$ cat config.mk
export PLATFORM = sky130hd
export DESIGN_NAME = acq_card_regs
export DESIGN_NICKNAME = d
export VERILOG_FILES = /design/src/rtl/acq_regs_pkg.sv /design/src/rtl/acq_mode_reg.sv /design/src/rtl/acq_end_flag.sv /design/src/rtl/acq_read_mux.sv /design/src/rtl/acq_card_regs.sv
export SDC_FILE = /design/constraint.sdc
export NUM_CORES = 1
export LEC_CHECK = 0
export ABC_AREA = 1
export BUFFER_PORTS_ARGS = -buffer_cell sky130_fd_sc_hd__buf_2
export CORE_UTILIZATION = 25
export CTS_CLUSTER_DIAMETER = 30
export DETAILED_ROUTE_END_ITERATION = 10
export HOLD_SLACK_MARGIN = 0.08
export PLACE_DENSITY = 0.77
export SYNTH_ARGS = -nofsm -noshare
export SYNTH_HDL_FRONTEND = slang
export SYNTH_SLANG_ARGS = --single-unit
$ cat constraint.sdc
create_clock -name clk -period 0.8 [get_ports clk]
set_input_delay 0.2 -clock clk [delete_from_list [all_inputs] [get_ports clk]]
set_output_delay 0.2 -clock clk [all_outputs]
set_load 0.01 [all_outputs]
$ cat src/rtl/acq_regs_pkg.sv
package acq_regs_pkg;

  localparam int DATA_W = 16;
  localparam int STATE_W = 3;

  typedef logic [DATA_W-1:0] word_t;
  typedef logic [STATE_W-1:0] state_t;

  localparam state_t SEQ_IDLE = 3'b000;

  // Bit positions inside the control/status word
  localparam int CTRL_MODE_BIT = 15;
  localparam int CTRL_RSVD_BIT = 14;
  localparam int CTRL_END_BIT  = 13;
  localparam int CTRL_ST_LSB   = 10;

  function automatic word_t pack_version(input logic [7:0] logic_rev,
                                         input logic [7:0] board_rev);
    return {logic_rev, board_rev};
  endfunction

  function automatic word_t pack_ctrl(input logic mode, input logic flag,
                                      input state_t st);
    word_t w;
    w = '0;
    w[CTRL_MODE_BIT] = mode;
    w[CTRL_RSVD_BIT] = 1'b0;
    w[CTRL_END_BIT]  = flag;
    w[CTRL_ST_LSB +: STATE_W] = st;
    return w;
  endfunction

  function automatic logic mode_from_word(input word_t w);
    return w[CTRL_MODE_BIT];
  endfunction

  // A set is valid only without an abnormal termination in the same cycle
  function automatic logic end_set_ok(input logic done, input logic skip,
                                      input logic err, input logic swrst);
    return (done | skip) & ~err & ~swrst;
  endfunction

endpackage

$ cat src/rtl/acq_mode_reg.sv
module acq_mode_reg
  import acq_regs_pkg::*;
(
  input  logic   clk,
  input  logic   rst_n,
  input  logic   wr_hit,
  input  word_t  wdata,
  input  state_t seq_state,
  output logic   load_ok,
  output logic   mode_q
);

  assign load_ok = wr_hit && (seq_state == SEQ_IDLE);

  always_ff @(posedge clk) begin
    if (!rst_n) begin
      mode_q <= 1'b0;
    end else if (load_ok) begin
      mode_q <= mode_from_word(wdata);
    end
  end

endmodule

$ cat src/rtl/acq_end_flag.sv
module acq_end_flag
  import acq_regs_pkg::*;
(
  input  logic clk,
  input  logic rst_n,
  input  logic ev_done,
  input  logic ev_skip,
  input  logic ev_error,
  input  logic ev_swreset,
  input  logic cmd_arm,
  input  logic cmd_clear,
  output logic set_ev,
  output logic clr_ev,
  output logic flag_q,
  output logic irq_q
);

  logic rise;

  assign set_ev = end_set_ok(ev_done, ev_skip, ev_error, ev_swreset);
  assign clr_ev = cmd_arm | cmd_clear;
  assign rise   = set_ev & ~clr_ev & ~flag_q;

  always_ff @(posedge clk) begin
    if (!rst_n) begin
      flag_q <= 1'b0;
      irq_q  <= 1'b0;
    end else begin
      irq_q <= rise;
      if (clr_ev) begin
        flag_q <= 1'b0;
      end else if (set_ev) begin
        flag_q <= 1'b1;
      end
    end
  end

endmodule

$ cat src/rtl/acq_read_mux.sv
module acq_read_mux
  import acq_regs_pkg::*;
#(
  parameter int ADDR_W = 4,
  parameter int IDX_ID = 0,
  parameter int IDX_VER = 1,
  parameter int IDX_CTRL = 2
) (
  input  logic              rd,
  input  logic [ADDR_W-1:0] addr,
  input  word_t             id_word,
  input  word_t             ver_word,
  input  word_t             ctrl_word,
  output word_t             rdata
);

  localparam int NREG = 3;

  word_t         regs [NREG];
  int            idxs [NREG];
  logic [NREG-1:0] hit;

  assign regs[0] = id_word;
  assign regs[1] = ver_word;
  assign regs[2] = ctrl_word;
  assign idxs[0] = IDX_ID;
  assign idxs[1] = IDX_VER;
  assign idxs[2] = IDX_CTRL;

  for (genvar g = 0; g < NREG; g++) begin : g_hit
    assign hit[g] = rd && (addr == idxs[g][ADDR_W-1:0]);
  end

  always_comb begin
    rdata = '0;
    for (int i = 0; i < NREG; i++) begin
      if (hit[i]) rdata = rdata | regs[i];
    end
  end

endmodule

$ cat src/rtl/acq_card_regs.sv
module acq_card_regs
  import acq_regs_pkg::*;
#(
  parameter int          ADDR_W    = 4,
  parameter logic [15:0] ID_VALUE  = 16'h3424,
  parameter logic [7:0]  LOGIC_REV = 8'h12,
  parameter logic [7:0]  BOARD_REV = 8'h21
) (
  input  logic              clk,
  input  logic              rst_n,
  input  logic              bus_rd,
  input  logic              bus_wr,
  input  logic [ADDR_W-1:0] bus_addr,
  input  logic [15:0]       bus_wdata,
  output logic [15:0]       bus_rdata,
  input  logic [2:0]        seq_state,
  input  logic              ev_done,
  input  logic              ev_skip,
  input  logic              ev_error,
  input  logic              ev_swreset,
  input  logic              cmd_arm,
  input  logic              cmd_clear,
  output logic              master_mode,
  output logic              end_flag,
  output logic              end_irq
);

  localparam int IDX_ID   = 0;
  localparam int IDX_VER  = 1;
  localparam int IDX_CTRL = 2;

  // Named internal events, visible to the checker
  logic  ctrl_wr_hit;
  logic  mode_load;
  logic  end_set;
  logic  end_clr;
  word_t ctrl_word;
  word_t ver_word;

  assign ctrl_wr_hit = bus_wr && (bus_addr == ADDR_W'(IDX_CTRL));
  assign ver_word    = pack_version(LOGIC_REV, BOARD_REV);
  assign ctrl_word   = pack_ctrl(master_mode, end_flag, seq_state);

  acq_mode_reg u_mode (
    .clk       (clk),
    .rst_n     (rst_n),
    .wr_hit    (ctrl_wr_hit),
    .wdata     (bus_wdata),
    .seq_state (seq_state),
    .load_ok   (mode_load),
    .mode_q    (master_mode)
  );

  acq_end_flag u_end (
    .clk        (clk),
    .rst_n      (rst_n),
    .ev_done    (ev_done),
    .ev_skip    (ev_skip),
    .ev_error   (ev_error),
    .ev_swreset (ev_swreset),
    .cmd_arm    (cmd_arm),
    .cmd_clear  (cmd_clear),
    .set_ev     (end_set),
    .clr_ev     (end_clr),
    .flag_q     (end_flag),
    .irq_q      (end_irq)
  );

  acq_read_mux #(
    .ADDR_W   (ADDR_W),
    .IDX_ID   (IDX_ID),
    .IDX_VER  (IDX_VER),
    .IDX_CTRL (IDX_CTRL)
  ) u_rmux (
    .rd        (bus_rd),
    .addr      (bus_addr),
    .id_word   (ID_VALUE),
    .ver_word  (ver_word),
    .ctrl_word (ctrl_word),
    .rdata     (bus_rdata)
  );

endmodule

==> run_results.csv, run 1 <==
group,metric,value,unit
run_status,outcome,"finished with violations",
run_status,violations,"negative setup slack",
global_routing,grt.total_usage,0.134,
logic_synthesis,synthTopCellsByArea,"dfxtp_1 (17%), buf_4 (17%), nand2_4 (9.7%)",
timing,timing.final.crit_share,1.36,
logic_synthesis,synth_ff_type,"dfxtp_1",
placed_design,dpl.hpwl,645,um
detailed_routing,dr.pass1.iters,1,
clock_network,cts_root_buf,"clkbuf_4",
timing,hold_viol,0,
timing,skew,0.00140,ns
die,io_pins,52,
timing,fin_ws,-0.287,ns
die,die_h,39.2,um
detailed_routing,dr_total_vias,403,
detailed_routing,routed_wl,899,um
global_routing,grt_remaining_overflow,0,
die,start_util,0.266,
pwr,p_leak,0.000404,uW
logic_synthesis,synthTopCellsByCount,"buf_4 (8), inv_1 (8), inv_2 (4), nand2_1 (4), nor2_1 (4)",
logic_synthesis,yosysWarnings,0,
setup_path,ff2ff_path_depth,3,
setup_path,path_class,"input port to output port",
timing,setup_violations,12,
layout,diodes,0,
clock_network,cts_buffers,3,
clock_network,clk_pin_slew,0.04,ns
placed_design,dp_slack,-0.372,ns
logic_synthesis,netlist_area,347,um^2
logic_synthesis,synthDistinctLibCells,17,
global_routing,busiest_layer,"met2",
placed_design,port_buffers,29,
pwr,ir_drop,0.000629,V
clock_network,cts_tree,"done",
global_routing,grt_max_degree,6,
setup_path,timing.reg2reg.setup_slack,0.05,ns
detailed_routing,ant_nets,0,
pwr,powerDensity,846,mW/mm^2
setup_path,worstPathArrival,0.89,ns
logic_synthesis,synth_top_cell_by_area,"dfxtp_1",
detailed_routing,wl_per_cell,8.73,um
setup_path,required,0.60,ns
clock_network,htree_num_levels,1,
global_routing,grt_use_met3,0.0173,
logic_synthesis,syn_avg_cell_area,6.93,um^2
detailed_routing,drtIter0Drc,0,
global_routing,grt_pass1_wl,1.29,mm
global_routing,antenna_found_initial,0,
die,core,0.00130,mm^2
global_routing,grt_use_met2,0.279,
detailed_routing,vias_per_cell,3.91,
setup_path,start_kind,"input port",
logic_synthesis,yosysSeqAreaShare,0.173,
setup_path,endpoint_kind,"output port",
logic_synthesis,synth_edf_count,0,
layout,syn2layout_area_growth,129,%
clock_network,clk_path_buf_depth,2,
die,dieArea,0.00154,mm^2
timing,finalMaxSlewViolations,0,
clock_network,insertion_delay,0.23,ns
clock_network,postCtsHoldBufs,0,
detailed_routing,drcViolationCount,0,
timing,period_minus_slack,1.09,ns
logic_synthesis,async_flop_share,0,
logic_synthesis,synthCells,50,
die,rows,13,
timing,setup-tns-final,-2.44,ns
timing,fmax,0.920,GHz
min_path,min_path_type,"input port to register",
clock_network,cts.sinks,3,
global_routing,grt_pass1_vias,348,
layout,nFillCells,116,
placed_design,gp_congestion,0.606,
layout,layout.area.seq,62.6,um^2
logic_synthesis,ys_ff_latch,3,
layout,multi_input_area,275,um^2
layout,drive_gt1_frac,0.739,
timing,rsz0062_at_grt,"yes",
min_path,min_path_cells,3,
flow_run,drv_cap,0,
global_routing,grt_util_met1,0.105,
layout,nets,122,
die,die_w,39.2,um
setup_path,cp_max_fo,5,
logic_synthesis,synth_top_area_share,0.173,
-- registers in the layout (all words and copies together), names as in the netlist --
name / count
u_end.flag_q: 1
u_end.irq_q: 1
u_mode.mode_q: 1
-- per-stage QoR --
stage	std cells	util	power (uW)	area [um^2]	hold slack, ns
after detailed placement	96	0.454	345	591	0.447
after CTS	101	0.577	666	751	0.189
after floorplan	56	-	289	460	0.321
after global placement	96	0.454	342	591	0.442
after global routing	103	0.609	706	792	0.214
final	103	0.609	670	792	0.200
-- final cells by class --
cell class | instances | share of cell area
timing repair buffer | 36 | 0.406
multi-input combinational | 33 | 0.348
inverter | 12 | 0.111
sequential | 3 | 0.0790
clock buffer | 4 | 0.0332
tap | 15 | 0.0237
-- per-layer routing --
layer / vias up / wire length (um)
met2: 23 / 539
met1: 174 / 286
li1: 206 / -
met3: 0 / 72
met5: - / 0
met4: 0 / 0
-- final timing paths --
path	to	start
worst max-delay path	bus_rdata[13]	bus_addr[0]
worst min-delay path	u_mode.mode_q$_SDFFE_PN0P_	rst_n
worst max register to register	u_end.irq_q$_SDFF_PN0_	u_end.flag_q$_SDFFE_PP0P_
worst min register to register	u_mode.mode_q$_SDFFE_PN0P_	u_mode.mode_q$_SDFFE_PN0P_
-- where the power goes --
| group | leakage, uW | internal [uW] | switching (uW) | total [uW] |
|---|---|---|---|---|
| combinational | 0.000364 | 127 | 127 | 253 |
| sequential | 0.0000252 | 152 | 1.09 | 153 |
| clock | 0.0000150 | 187 | 76.2 | 263 |
-- placed cells by master, fill, tap and decap left out --
master,n
nand3_1,1
clkbuf_4,3
buf_12,3
conb_1,7
inv_16,2
dfxtp_1,1
inv_1,2
nand2_1,4
clkbuf_1,1
o21ai_1,1
inv_2,6
buf_8,1
o21ai_2,1
nor2_8,1
dfxtp_2,2
nand2_4,2
nor2_4,4
nor3_2,1
nand2_8,3
inv_4,1
buf_4,7
a21oi_1,2
nor2_1,4
o21ai_4,2
buf_6,11
buf_2,14
inv_8,1
-- critical path, stage by stage --
cell and delay, ns:
buf_12 0.11, inv_16 0.05, nand2_8 0.04, nor2_8 0.14
nand2_8 0.09, o21ai_4 0.14, buf_6 0.11
-- cells by family (layout without fill, tap and decap cells) --
kind of cell	count (synthesis)	in the layout	synth area share
simple gates	20	20	0.393
compound gates	6	6	0.119
buf+inv	20	52	0.303
other cells	1	7	0.0108
flops	3	3	0.173
-- timing repair --
item                       in CTS  in global routing
setup buffers                   1                  2
setup endpoints to repair      12                 13
pin swaps                       7                  5
resized for setup              32                  6
Power figures use the tool's default switching activity.
==> inputs of run 2 (changes only) <==
--- a/config.mk
+++ b/config.mk
@@ -11,7 +11,7 @@
 export CTS_CLUSTER_DIAMETER = 30
 export DETAILED_ROUTE_END_ITERATION = 10
 export HOLD_SLACK_MARGIN = 0.08
-export PLACE_DENSITY = 0.77
+export PLACE_DENSITY = 0.73
 export SYNTH_ARGS = -nofsm -noshare
 export SYNTH_HDL_FRONTEND = slang
 export SYNTH_SLANG_ARGS = --single-unit
==> run 2 against run 1 <==
Effect of this change: the run still ends with negative setup slack left; power is 2.9% lower; non-clock buffer count is 1 higher; sequential cell count stayed put; die area stayed put; fmax is 0.67% higher; cell area is 1.3% lower; clock power hardly changed; sequential share of layout area is 0.10 points higher; global-route usage is 0.34 points lower; worst setup slack better by 0.0073 ns; routed wire length is 6.8% lower.
==> run_results.csv, run 2 (synthesized netlist as in run 1, its figures left out) <==
group,metric,value,unit
run_status,outcome,"finished with violations",
run_status,violations,"negative setup slack",
die,io_pins,52,
min_path,min_path_cells,3,
die,die_h,39.2,um
placed_design,dpl.hpwl,652,um
pwr,power,650,uW
setup_path,r2r_end,"u_end.irq_q$_SDFF_PN0_",
detailed_routing,drcViolationCount,0,
layout,nets,123,
die,die_w,39.2,um
clock_network,postCtsHoldBufs,0,
timing,period_minus_slack,1.08,ns
die,core,0.00130,mm^2
timing,fin_ws,-0.280,ns
detailed_routing,drtIter0Drc,0,
layout,layout.area.seq,62.6,um^2
detailed_routing,wl_per_cell,8.06,um
detailed_routing,ant_nets,0,
layout,nFillCells,116,
global_routing,grt_remaining_overflow,0,
clock_network,cts.sinks,3,
die,start_util,0.266,
layout,final_cell_area,782,um^2
setup_path,path_class,"input port to output port",
die,rows,13,
min_path,worstHoldEndpoint,"u_mode.mode_q$_SDFFE_PN0P_",
pwr,powerDensity,832,mW/mm^2
placed_design,gp_congestion,0.636,
min_path,worstHoldStart,"rst_n",
setup_path,required,0.60,ns
clock_network,cts_buffers,3,
flow_run,drv_cap,0,
layout,final_common_cell,"buf_2",
detailed_routing,dr_total_vias,405,
detailed_routing,vias_per_cell,3.89,
timing,timing.final.crit_share,1.35,
global_routing,antenna_found_initial,0,
clock_network,htree_num_levels,1,
setup_path,endpoint_kind,"output port",
setup_path,r2r_start,"u_end.flag_q$_SDFFE_PP0P_",
global_routing,grt_pass1_wl,1.27,mm
clock_network,insertion_delay,0.23,ns
global_routing,grt_max_degree,6,
placed_design,place_area,598,um^2
min_path,min_path_type,"input port to register",
timing,rsz0062_at_grt,"yes",
clock_network,clk_path_buf_depth,2,
setup_path,worstPathArrival,0.88,ns
clock_network,cts_tree,"done",
setup_path,cp_max_fo,5,
detailed_routing,routed_wl,838,um
timing,skew,0.000879,ns
layout,syn2layout_area_growth,126,%
clock_network,cts_root_buf,"clkbuf_4",
die,dieArea,0.00154,mm^2
detailed_routing,dr.pass1.iters,1,
layout,drive_gt1_frac,0.730,
timing,finalMaxSlewViolations,0,
placed_design,port_buffers,29,
pwr,p_leak,0.000401,uW
layout,mostFrequentLayoutCells,"buf_2 (14), buf_6 (13), conb_1 (7), buf_4 (7), inv_2 (6)",
timing,hold_viol,0,
setup_path,ff2ff_path_depth,3,
timing,setup_violations,13,
layout,multi_input_area,270,um^2
setup_path,timing.reg2reg.setup_slack,0.05,ns
layout,reg_top3,"u_end.flag_q x1, u_end.irq_q x1, u_mode.mode_q x1",
clock_network,clk_pin_slew,0.03,ns
global_routing,grt.total_usage,0.131,
global_routing,grt_pass1_vias,339,
pwr,ir_drop,0.000661,V
layout,diodes,0,
setup_path,start_kind,"input port",
timing,fmax,0.926,GHz
[run 2: worst max path at each step]
| stage | slack [ns] | cells past startpoint | to | startpoint |
|---|---|---|---|---|
| 2_1_floorplan | -0.18 | 6 | bus_rdata[9] | bus_addr[3] |
| 3_3_place_gp | -0.36 | 7 | bus_rdata[13] | bus_addr[0] |
| 3_5_place_dp | -0.38 | 7 | bus_rdata[13] | bus_addr[0] |
| 4_1_cts | -0.29 | 7 | bus_rdata[13] | bus_addr[2] |
| 5_1_grt | -0.33 | 3 | bus_rdata[13] | u_end.flag_q$_SDFFE_PP0P_ |
| 6_report | -0.28 | 7 | bus_rdata[10] | bus_addr[3] |
[run 2: power by group]
| part | switching [uW] | internal, uW | leakage (uW) |
|---|---|---|---|
| Clock | 73.6 | 187 | 0.0000150 |
| Combinational | 121 | 116 | 0.000360 |
| Sequential | 1.00 | 152 | 0.0000252 |
| Total | 196 | 455 | 0.000401 |
[run 2: layer usage]
metal | up-vias | GRT usage | share of wire
met5 | - | 0 | 0
met2 | 24 | 0.275 | 0.63
met1 | 172 | 0.0990 | 0.30
met4 | 0 | 0.0776 | 0
met3 | 0 | 0.0347 | 0.068
li1 | 209 | - | -
[run 2: per-stage QoR]
stage	TNS, ns	hold WS [ns]	instances	utilization	worst slack (ns)
2_1_floorplan	-0.542	0.321	56	-	-0.177
3_3_place_gp	-2.86	0.443	97	0.460	-0.359
3_5_place_dp	-2.98	0.451	97	0.460	-0.383
4_1_cts	-2.53	0.197	102	0.576	-0.289
5_1_grt	-3.10	0.216	104	0.601	-0.331
6_report	-2.58	0.203	104	0.601	-0.280
[run 2: area by class of cell]
| type | instances | area share |
|---|---|---|
| clock buffers | 4 | 0.0336 |
| well taps | 15 | 0.0240 |
| inverters | 12 | 0.109 |
| flip-flops and latches | 3 | 0.0800 |
| repair buffers | 37 | 0.408 |
| multi-input cells | 33 | 0.346 |
[run 2: worst max-delay path, stage by stage]
cell and delay (ns):
buf_12 0.11, inv_16 0.05, nand2_8 0.05, nor2_8 0.13, nand2_8 0.09, o21ai_4 0.13
buf_6 0.11
[run 2: what timing repair did]
| action | 4_1_cts | 5_1_grt |
|---|---|---|
| cloned | 0 | 0 |
| pin swaps | 6 | 2 |
| buffers inserted | 1 | 2 |
| resized for setup | 30 | 3 |
| setup endpoints to repair | 12 | 13 |
